## config.mk

```make
export PLATFORM = sky130hd
export DESIGN_NAME = uart_int_ident
export DESIGN_NICKNAME = d
export VERILOG_FILES = /design/src/rtl/uirq_pkg.sv /design/src/rtl/uirq_src.sv /design/src/rtl/uirq_prio.sv /design/src/rtl/uirq_clr_map.sv /design/src/rtl/uart_int_ident.sv
export SDC_FILE = /design/constraint.sdc
export NUM_CORES = 1
export LEC_CHECK = 0
export BUFFER_PORTS_ARGS = -buffer_cell sky130_fd_sc_hd__clkbuf_2
export CORE_AREA = 3 3 40 42
export CTS_CLUSTER_DIAMETER = 40
export DETAILED_ROUTE_END_ITERATION = 7
export DIE_AREA = 0 0 43 45
export PLACE_DENSITY = 0.43
export SETUP_SLACK_MARGIN = 0.1
export SKIP_LAST_GASP = 1
export SLEW_MARGIN = 20
export SYNTH_ARGS = -nofsm -noshare
export SYNTH_HDL_FRONTEND = slang
export SYNTH_SLANG_ARGS = --single-unit
```

## constraint.sdc

```tcl
create_clock -name clk -period 1.2 [get_ports clk]
set_input_delay 0.12 -clock clk [delete_from_list [all_inputs] [get_ports clk]]
set_output_delay 0.12 -clock clk [all_outputs]
set_load 0.005 [all_outputs]
```

## src/rtl/uirq_pkg.sv

```systemverilog
package uirq_pkg;

    localparam int NUM_SRC = 4;
    localparam int IDR_W   = 8;
    localparam int CODE_W  = 2;

    // Cause code equals priority rank: larger code wins.
    typedef enum logic [CODE_W-1:0] {
        CAUSE_MODEM = 2'b00,
        CAUSE_THRE  = 2'b01,
        CAUSE_RXRDY = 2'b10,
        CAUSE_LINE  = 2'b11
    } cause_e;

    typedef struct packed {
        logic rd_line;
        logic rd_rx;
        logic rd_ident;
        logic rd_modem;
        logic wr_thr;
    } access_s;

    typedef struct packed {
        logic   valid;
        cause_e cause;
    } report_s;

    function automatic report_s pick_top(input logic [NUM_SRC-1:0] req);
        report_s r;
        r.valid = 1'b0;
        r.cause = CAUSE_MODEM;
        for (int i = 0; i < NUM_SRC; i++) begin
            if (req[i]) begin
                r.valid = 1'b1;
                r.cause = cause_e'(i[CODE_W-1:0]);
            end
        end
        return r;
    endfunction

    function automatic logic [IDR_W-1:0] pack_ident(input report_s r);
        logic [IDR_W-1:0] v;
        v = '0;
        v[0] = ~r.valid;
        v[CODE_W:1] = r.cause;
        return v;
    endfunction

endpackage

```

## src/rtl/uirq_src.sv

```systemverilog
module uirq_src #(
    parameter bit EDGE_SET = 1'b0
) (
    input  logic clk,
    input  logic rst,
    input  logic cond,
    input  logic clr,
    output logic pending
);

    logic set_now;

    generate
        if (EDGE_SET) begin : g_edge
            logic cond_q;
            always_ff @(posedge clk) begin
                if (rst) cond_q <= 1'b0;
                else     cond_q <= cond;
            end
            assign set_now = cond & ~cond_q;
        end else begin : g_level
            assign set_now = cond;
        end
    endgenerate

    always_ff @(posedge clk) begin
        if (rst)          pending <= 1'b0;
        else if (set_now) pending <= 1'b1;
        else if (clr)     pending <= 1'b0;
    end

endmodule

```

## src/rtl/uirq_prio.sv

```systemverilog
module uirq_prio
    import uirq_pkg::*;
(
    input  logic [NUM_SRC-1:0] pending,
    input  logic [NUM_SRC-1:0] enable,
    output report_s            report
);

    always_comb begin
        report = pick_top(pending & enable);
    end

endmodule

```

## src/rtl/uirq_clr_map.sv

```systemverilog
module uirq_clr_map
    import uirq_pkg::*;
(
    input  access_s            acc,
    input  report_s            report,
    output logic [NUM_SRC-1:0] clr
);

    logic ident_hits_thre;

    always_comb begin
        ident_hits_thre  = acc.rd_ident & report.valid & (report.cause == CAUSE_THRE);
        clr              = '0;
        clr[CAUSE_MODEM] = acc.rd_modem;
        clr[CAUSE_THRE]  = acc.wr_thr | ident_hits_thre;
        clr[CAUSE_RXRDY] = acc.rd_rx;
        clr[CAUSE_LINE]  = acc.rd_line;
    end

endmodule

```

## src/rtl/uart_int_ident.sv

```systemverilog
module uart_int_ident
    import uirq_pkg::*;
#(
    parameter logic [NUM_SRC-1:0] EDGE_MASK = 4'b0010
) (
    input  logic               clk,
    input  logic               rst,
    input  logic               line_cond,
    input  logic               rxdat_cond,
    input  logic               thr_empty,
    input  logic               modem_cond,
    input  logic [NUM_SRC-1:0] src_en,
    input  logic               rd_line_stat,
    input  logic               rd_rx_buf,
    input  logic               rd_ident,
    input  logic               rd_modem_stat,
    input  logic               wr_tx_hold,
    output logic [IDR_W-1:0]   ident_o,
    output logic               irq_o
);

    logic [NUM_SRC-1:0] cond_vec;
    logic [NUM_SRC-1:0] clr_vec;
    logic [NUM_SRC-1:0] pend_vec;
    access_s            acc;
    report_s            report;

    always_comb begin
        cond_vec              = '0;
        cond_vec[CAUSE_MODEM] = modem_cond;
        cond_vec[CAUSE_THRE]  = thr_empty;
        cond_vec[CAUSE_RXRDY] = rxdat_cond;
        cond_vec[CAUSE_LINE]  = line_cond;
        acc.rd_line  = rd_line_stat;
        acc.rd_rx    = rd_rx_buf;
        acc.rd_ident = rd_ident;
        acc.rd_modem = rd_modem_stat;
        acc.wr_thr   = wr_tx_hold;
    end

    generate
        for (genvar i = 0; i < NUM_SRC; i++) begin : g_src
            uirq_src #(.EDGE_SET(EDGE_MASK[i])) u_src (
                .clk     (clk),
                .rst     (rst),
                .cond    (cond_vec[i]),
                .clr     (clr_vec[i]),
                .pending (pend_vec[i])
            );
        end
    endgenerate

    uirq_prio u_prio (
        .pending (pend_vec),
        .enable  (src_en),
        .report  (report)
    );

    uirq_clr_map u_clr (
        .acc    (acc),
        .report (report),
        .clr    (clr_vec)
    );

    assign ident_o = pack_ident(report);
    assign irq_o   = report.valid;

endmodule

```

-- Word level (Yosys, flattened, before mapping)
Index checks and enable logic that the tools add are counted.
- register bits after elaboration: 5
- word-level logic and storage cells: 29
- equality and inequality tests: 1
- reduce and logical (&&, ||, !) cells: 4
- bitwise gates (word level): 7
- multiplexer cells: 12
- operator list (kind ; number):
    2-to-1 mux 3 bit ; 4
    2-to-1 mux 1 bit ; 8
    nonzero test 2 bit ; 4
    bitwise AND 4 bit ; 1
    bitwise AND 1 bit ; 3
    equality test 2 x 1 -> 1 bit (second input constant) ; 1
    inverter 1 bit ; 2
    bitwise OR 1 bit ; 1

-- Longest topological paths before layout
- depth in word-level cells: 10
- depth in mapped cells: 3
- gate-level depth less buffers: 3

-- Cells and area by module
From an unflattened synthesis, not the netlist that was laid out.
- cell total of the unflattened synthesis: 34
- area total of the unflattened synthesis: 297.8 µm²
- by module, submodules not included (module ; area each (µm²) ; times used ; cells each):
    uirq_src (g_src[0].u_src ...) ; 38.8 ; 3 ; 4
    uirq_src (g_src[1].u_src) ; 67.6 ; 1 ; 6
    uart_int_ident ; 45.0 ; 1 ; 7
    uirq_clr_map ; 36.3 ; 1 ; 5
    uirq_prio ; 32.5 ; 1 ; 4

-- Worst setup path after synthesis
No wires, ideal clock.
- path type: register -> output
- from: register g_src[2].u_src.pending
- to: output port ident_o[0]
- buffers on the path: 0
- arrival: 0.908 ns
- cell stages (with the launch flop): 4
- setup slack: 0.172 ns
- data required time: 1.080 ns
- cell sequence: dfxtp_1 > a22o_2 > a221o_1 > inv_1
- word-level cells in the longest chain between the ends: 4
- RTL lines (element ; RTL line ; text):
    start, declared ; uirq_src.sv:8 ; output logic pending
    start signal, assigned ; uirq_src.sv:27 ; if (rst) pending <= 1'b0;
    start signal, assigned ; uirq_src.sv:28 ; else if (set_now) pending <= 1'b1;
    start signal, assigned ; uirq_src.sv:29 ; else if (clr) pending <= 1'b0;
    bitwise AND 4 bit ; uirq_prio.sv:10 ; report = pick_top(pending & enable);
    2-to-1 mux 3 bit (2 in series) ; uirq_pkg.sv:33 ; if (req[i]) begin
    net irq_o ; uart_int_ident.sv:19 ; output logic irq_o
    inverter 1 bit ; uirq_pkg.sv:44 ; v[0] = ~r.valid;
    end, declared ; uart_int_ident.sv:18 ; output logic [IDR_W-1:0] ident_o,
The timed path passes the listed nets, and every way through them passes these cells.

-- Worst setup path in the final report
- from: register g_src[3].u_src.pending
- to: output port ident_o[0]
- word-level cells in the longest chain between the ends: 3
- RTL lines (element ; RTL line):
    start, declared ; uirq_src.sv:8
    start signal, assigned ; uirq_src.sv:27
    start signal, assigned ; uirq_src.sv:28
    start signal, assigned ; uirq_src.sv:29
    bitwise AND 4 bit ; uirq_prio.sv:10
    2-to-1 mux 3 bit ; uirq_pkg.sv:33
    inverter 1 bit ; uirq_pkg.sv:44
Every way passes these cells.

==> flow_summary.json <==
{
  "crit_chain": "a22o_4 -> a221o_1 -> inv_1 -> clkbuf_2",
  "drt.antenna.violating_nets": 0,
  "path_clk_slew_ns": 0.05,
  "synth_common_cells": "5 x buf_4, 5 x dfxtp_1, 5 x inv_1",
  "max_stage_delay_ns": 0.33,
  "cp_slowest_cell": "dfxtp_1",
  "drt-total-wl_um": 640,
  "antenna_found_initial": 0,
  "met3WireLength_um": 114,
  "synth_top_family_by_area": "compound AO/OA/AOI/OAI gates",
  "async_flop_share_pct": 0,
  "syn-cell-area_um2": 246,
  "ys_seq_elements": 5,
  "max_freq_mhz": 741,
  "drc": 0,
  "min_period_over_period_pct": 112,
  "die_x_um": 43,
  "synth-simple-area-share_pct": 11.7,
  "cts_buffers": 3,
  "gp_congestion": 0.613,
  "dp_cells": 63,
  "yosys.area_share.adder_pct": 0,
  "critical_path_buf_inv_count": 2,
  "critPathKind": "reg2out",
  "ys_types": 13,
  "start_util_pct": 19.2,
  "arrival_ns": 1.23,
  "nFillCells": 142,
  "cts.sinks": 5,
  "leakage_nw": 0.224,
  "cts_max_level": 1,
  "avgRoutedWirePerCell_um": 9.28,
  "grt_start_max_net_pins": 6,
  "avgSynthCellArea_um2": 7.95,
  "grt_pass1_wl_um": 910,
  "io_buffers": 18,
  "synth.area.top_cells": "dfxtp_1 41%, buf_4 15%, inv_1 7.6%",
  "clk_path_buf_depth": 2,
  "fin_skew_ns": 0.00316,
  "final-setup-viol-count": 2,
  "yosysTopAreaCellShare_pct": 40.6,
  "setup_slack_ns": -0.150,
  "finalHoldViolations": 0,
  "outcome": "finished, violations left",
  "die_height_um": 45,
  "ys_seq_area_share_pct": 40.6,
  "critPathTopFamily": "compound AO/OA/AOI/OAI gates",
  "rows": 13,
  "vias": 264,
  "tritoncts": "done",
  "slew_violations": 0,
  "dieArea_um2": 1940,
  "grt_overflow_total": 0,
  "cts_root_buf": "clkbuf_4",
  "first_iter_violations": 7,
  "final_core_util_pct": 30.3,
  "ys_warn_count": 0,
  "fin_nets": 70,
  "whs_ns": 0.0858,
  "grt_setup_unrepaired": "true",
  "synthCells": 31,
  "grt_usage_pct": 6.83,
  "cap_violations": 0,
  "clk_latency_ns": 0.24,
  "coreArea_um2": 1280,
  "multiInputGateArea_um2": 113,
  "vias_per_cell": 3.83,
  "highest_layer": "met3",
  "wl_met2_um": 280,
  "register_area_um2": 101,
  "first_global_vias": 226,
  "end_kind": "output pin",
  "fin_cells": 69,
  "cp-start-kind": "flop",
  "detailed_place_hpwl_um": 502,
  "ir_drop_uv": 753,
  "synth_largest_area_cell": "dfxtp_1",
  "io_pins": 24,
  "synth_edf_count": 0,
  "muxShareOfSynthArea_pct": 0,
  "ys.flop_type": "dfxtp_1",
  "crit_fanout": 3,
  "total_power_w": 0.000470,
  "synth_compound_area_share_pct": 23.4,
  "antenna_cells": 0,
  "power.density_nw_per_um2": 1210,
  "synthXorXnorAreaFrac_pct": 0,
  "dp_slack_ns": 0.0810,
  "drtPass1Iterations": 3,
  "area_growth_pct": 57.9,
  "required_ns": 1.08,
  "drive_gt1_share_pct": 46.3,
  "hp-class": "in2reg",
  "wl_met1_um": 245,
  "fin_crit_ns": 1.35,
  "violations": "setup timing"
}
## metrics by stage
stage / instance area, µm² / TNS [ns]
floorplan: 262 / 0
global placement: 333 / 0
detailed placement: 333 / 0
CTS: 375 / -0.300
global route: 389 / -0.411
finish: 389 / -0.261
## per-layer routing
metal,up-vias,track usage (%)
met3,0,7.17
met2,18,10.2
li1,138,-
met1,108,6.51
met4,0,1.81
met5,-,0
## power breakdown
group	internal, W	switching [W]
Clock	0.000126	0.0000718
Combinational	0.0000505	0.0000361
Sequential	0.000178	0.00000739
Total	0.000355	0.000115
## sequential cells by signal (all words and copies together), names as in the netlist
name,flops
g_src.u_src.g_edge.cond_q,1
g_src.u_src.pending,4
## worst register-to-register path, delay by kind of cell (launching register included)
| kind | cells | cell delay, ns |
|---|---|---|
| AOI/OAI and AO/OA | 3 | 0.46 |
| DFF | 1 | 0.33 |
| buffers and inverters | 1 | 0.14 |
## what timing repair did
item | CTS | global route
setup buffers | 2 | 1
endpoints found under the setup margin | 3 | 5
pin swaps | 2 | 2
gates resized for setup | 1 | 2
endpoints found under the hold margin | 0 | 0
hold buffers | 0 | 0
## final cells by class
type / instances / share of cell area, %
Tap cell: 15 / 4.82
Inverter: 5 / 4.82
Timing Repair Buffer: 20 / 28.6
Sequential cell: 5 / 26.0
Multi-Input combinational cell: 20 / 28.9
Clock buffer: 4 / 6.75
## path summary, 6_finish.rpt
kind / startpoint / endpoint / slack [ns] / cells after the start
setup / recovery: g_src[3].u_src.pending / ident_o[0] / -0.15 / 4
hold / removal: modem_cond / g_src[0].u_src.pending / 0.09 / 3
setup reg to reg: g_src[3].u_src.pending / g_src[1].u_src.pending / 0.16 / 4
hold reg to reg: g_src[1].u_src.g_edge.cond_q / g_src[1].u_src.pending / 0.41 / 1
## logic make-up after synthesis
group / count (synthesis)
buffers and inverters: 10
AOI/OAI and AO/OA: 8
and+or+nand+nor: 7
DFF: 5
other: 1
## layout by cell type (no fill, tap or decap)
| cell | instances |
|---|---|
| buf_6 | 1 |
| dfxtp_2 | 1 |
| o211ai_1 | 1 |
| dfxtp_1 | 4 |
| nand2_1 | 2 |
| a22o_4 | 1 |
| nand2b_1 | 1 |
| a221o_1 | 1 |
| o21ai_1 | 1 |
| clkbuf_4 | 3 |
| a21oi_1 | 3 |
| clkbuf_2 | 17 |
| nor2_1 | 4 |
| a32o_1 | 1 |
| inv_1 | 5 |
| buf_4 | 2 |
| clkbuf_1 | 1 |
| conb_1 | 5 |
No activity file was read; power rests on OpenSTA's default activity.
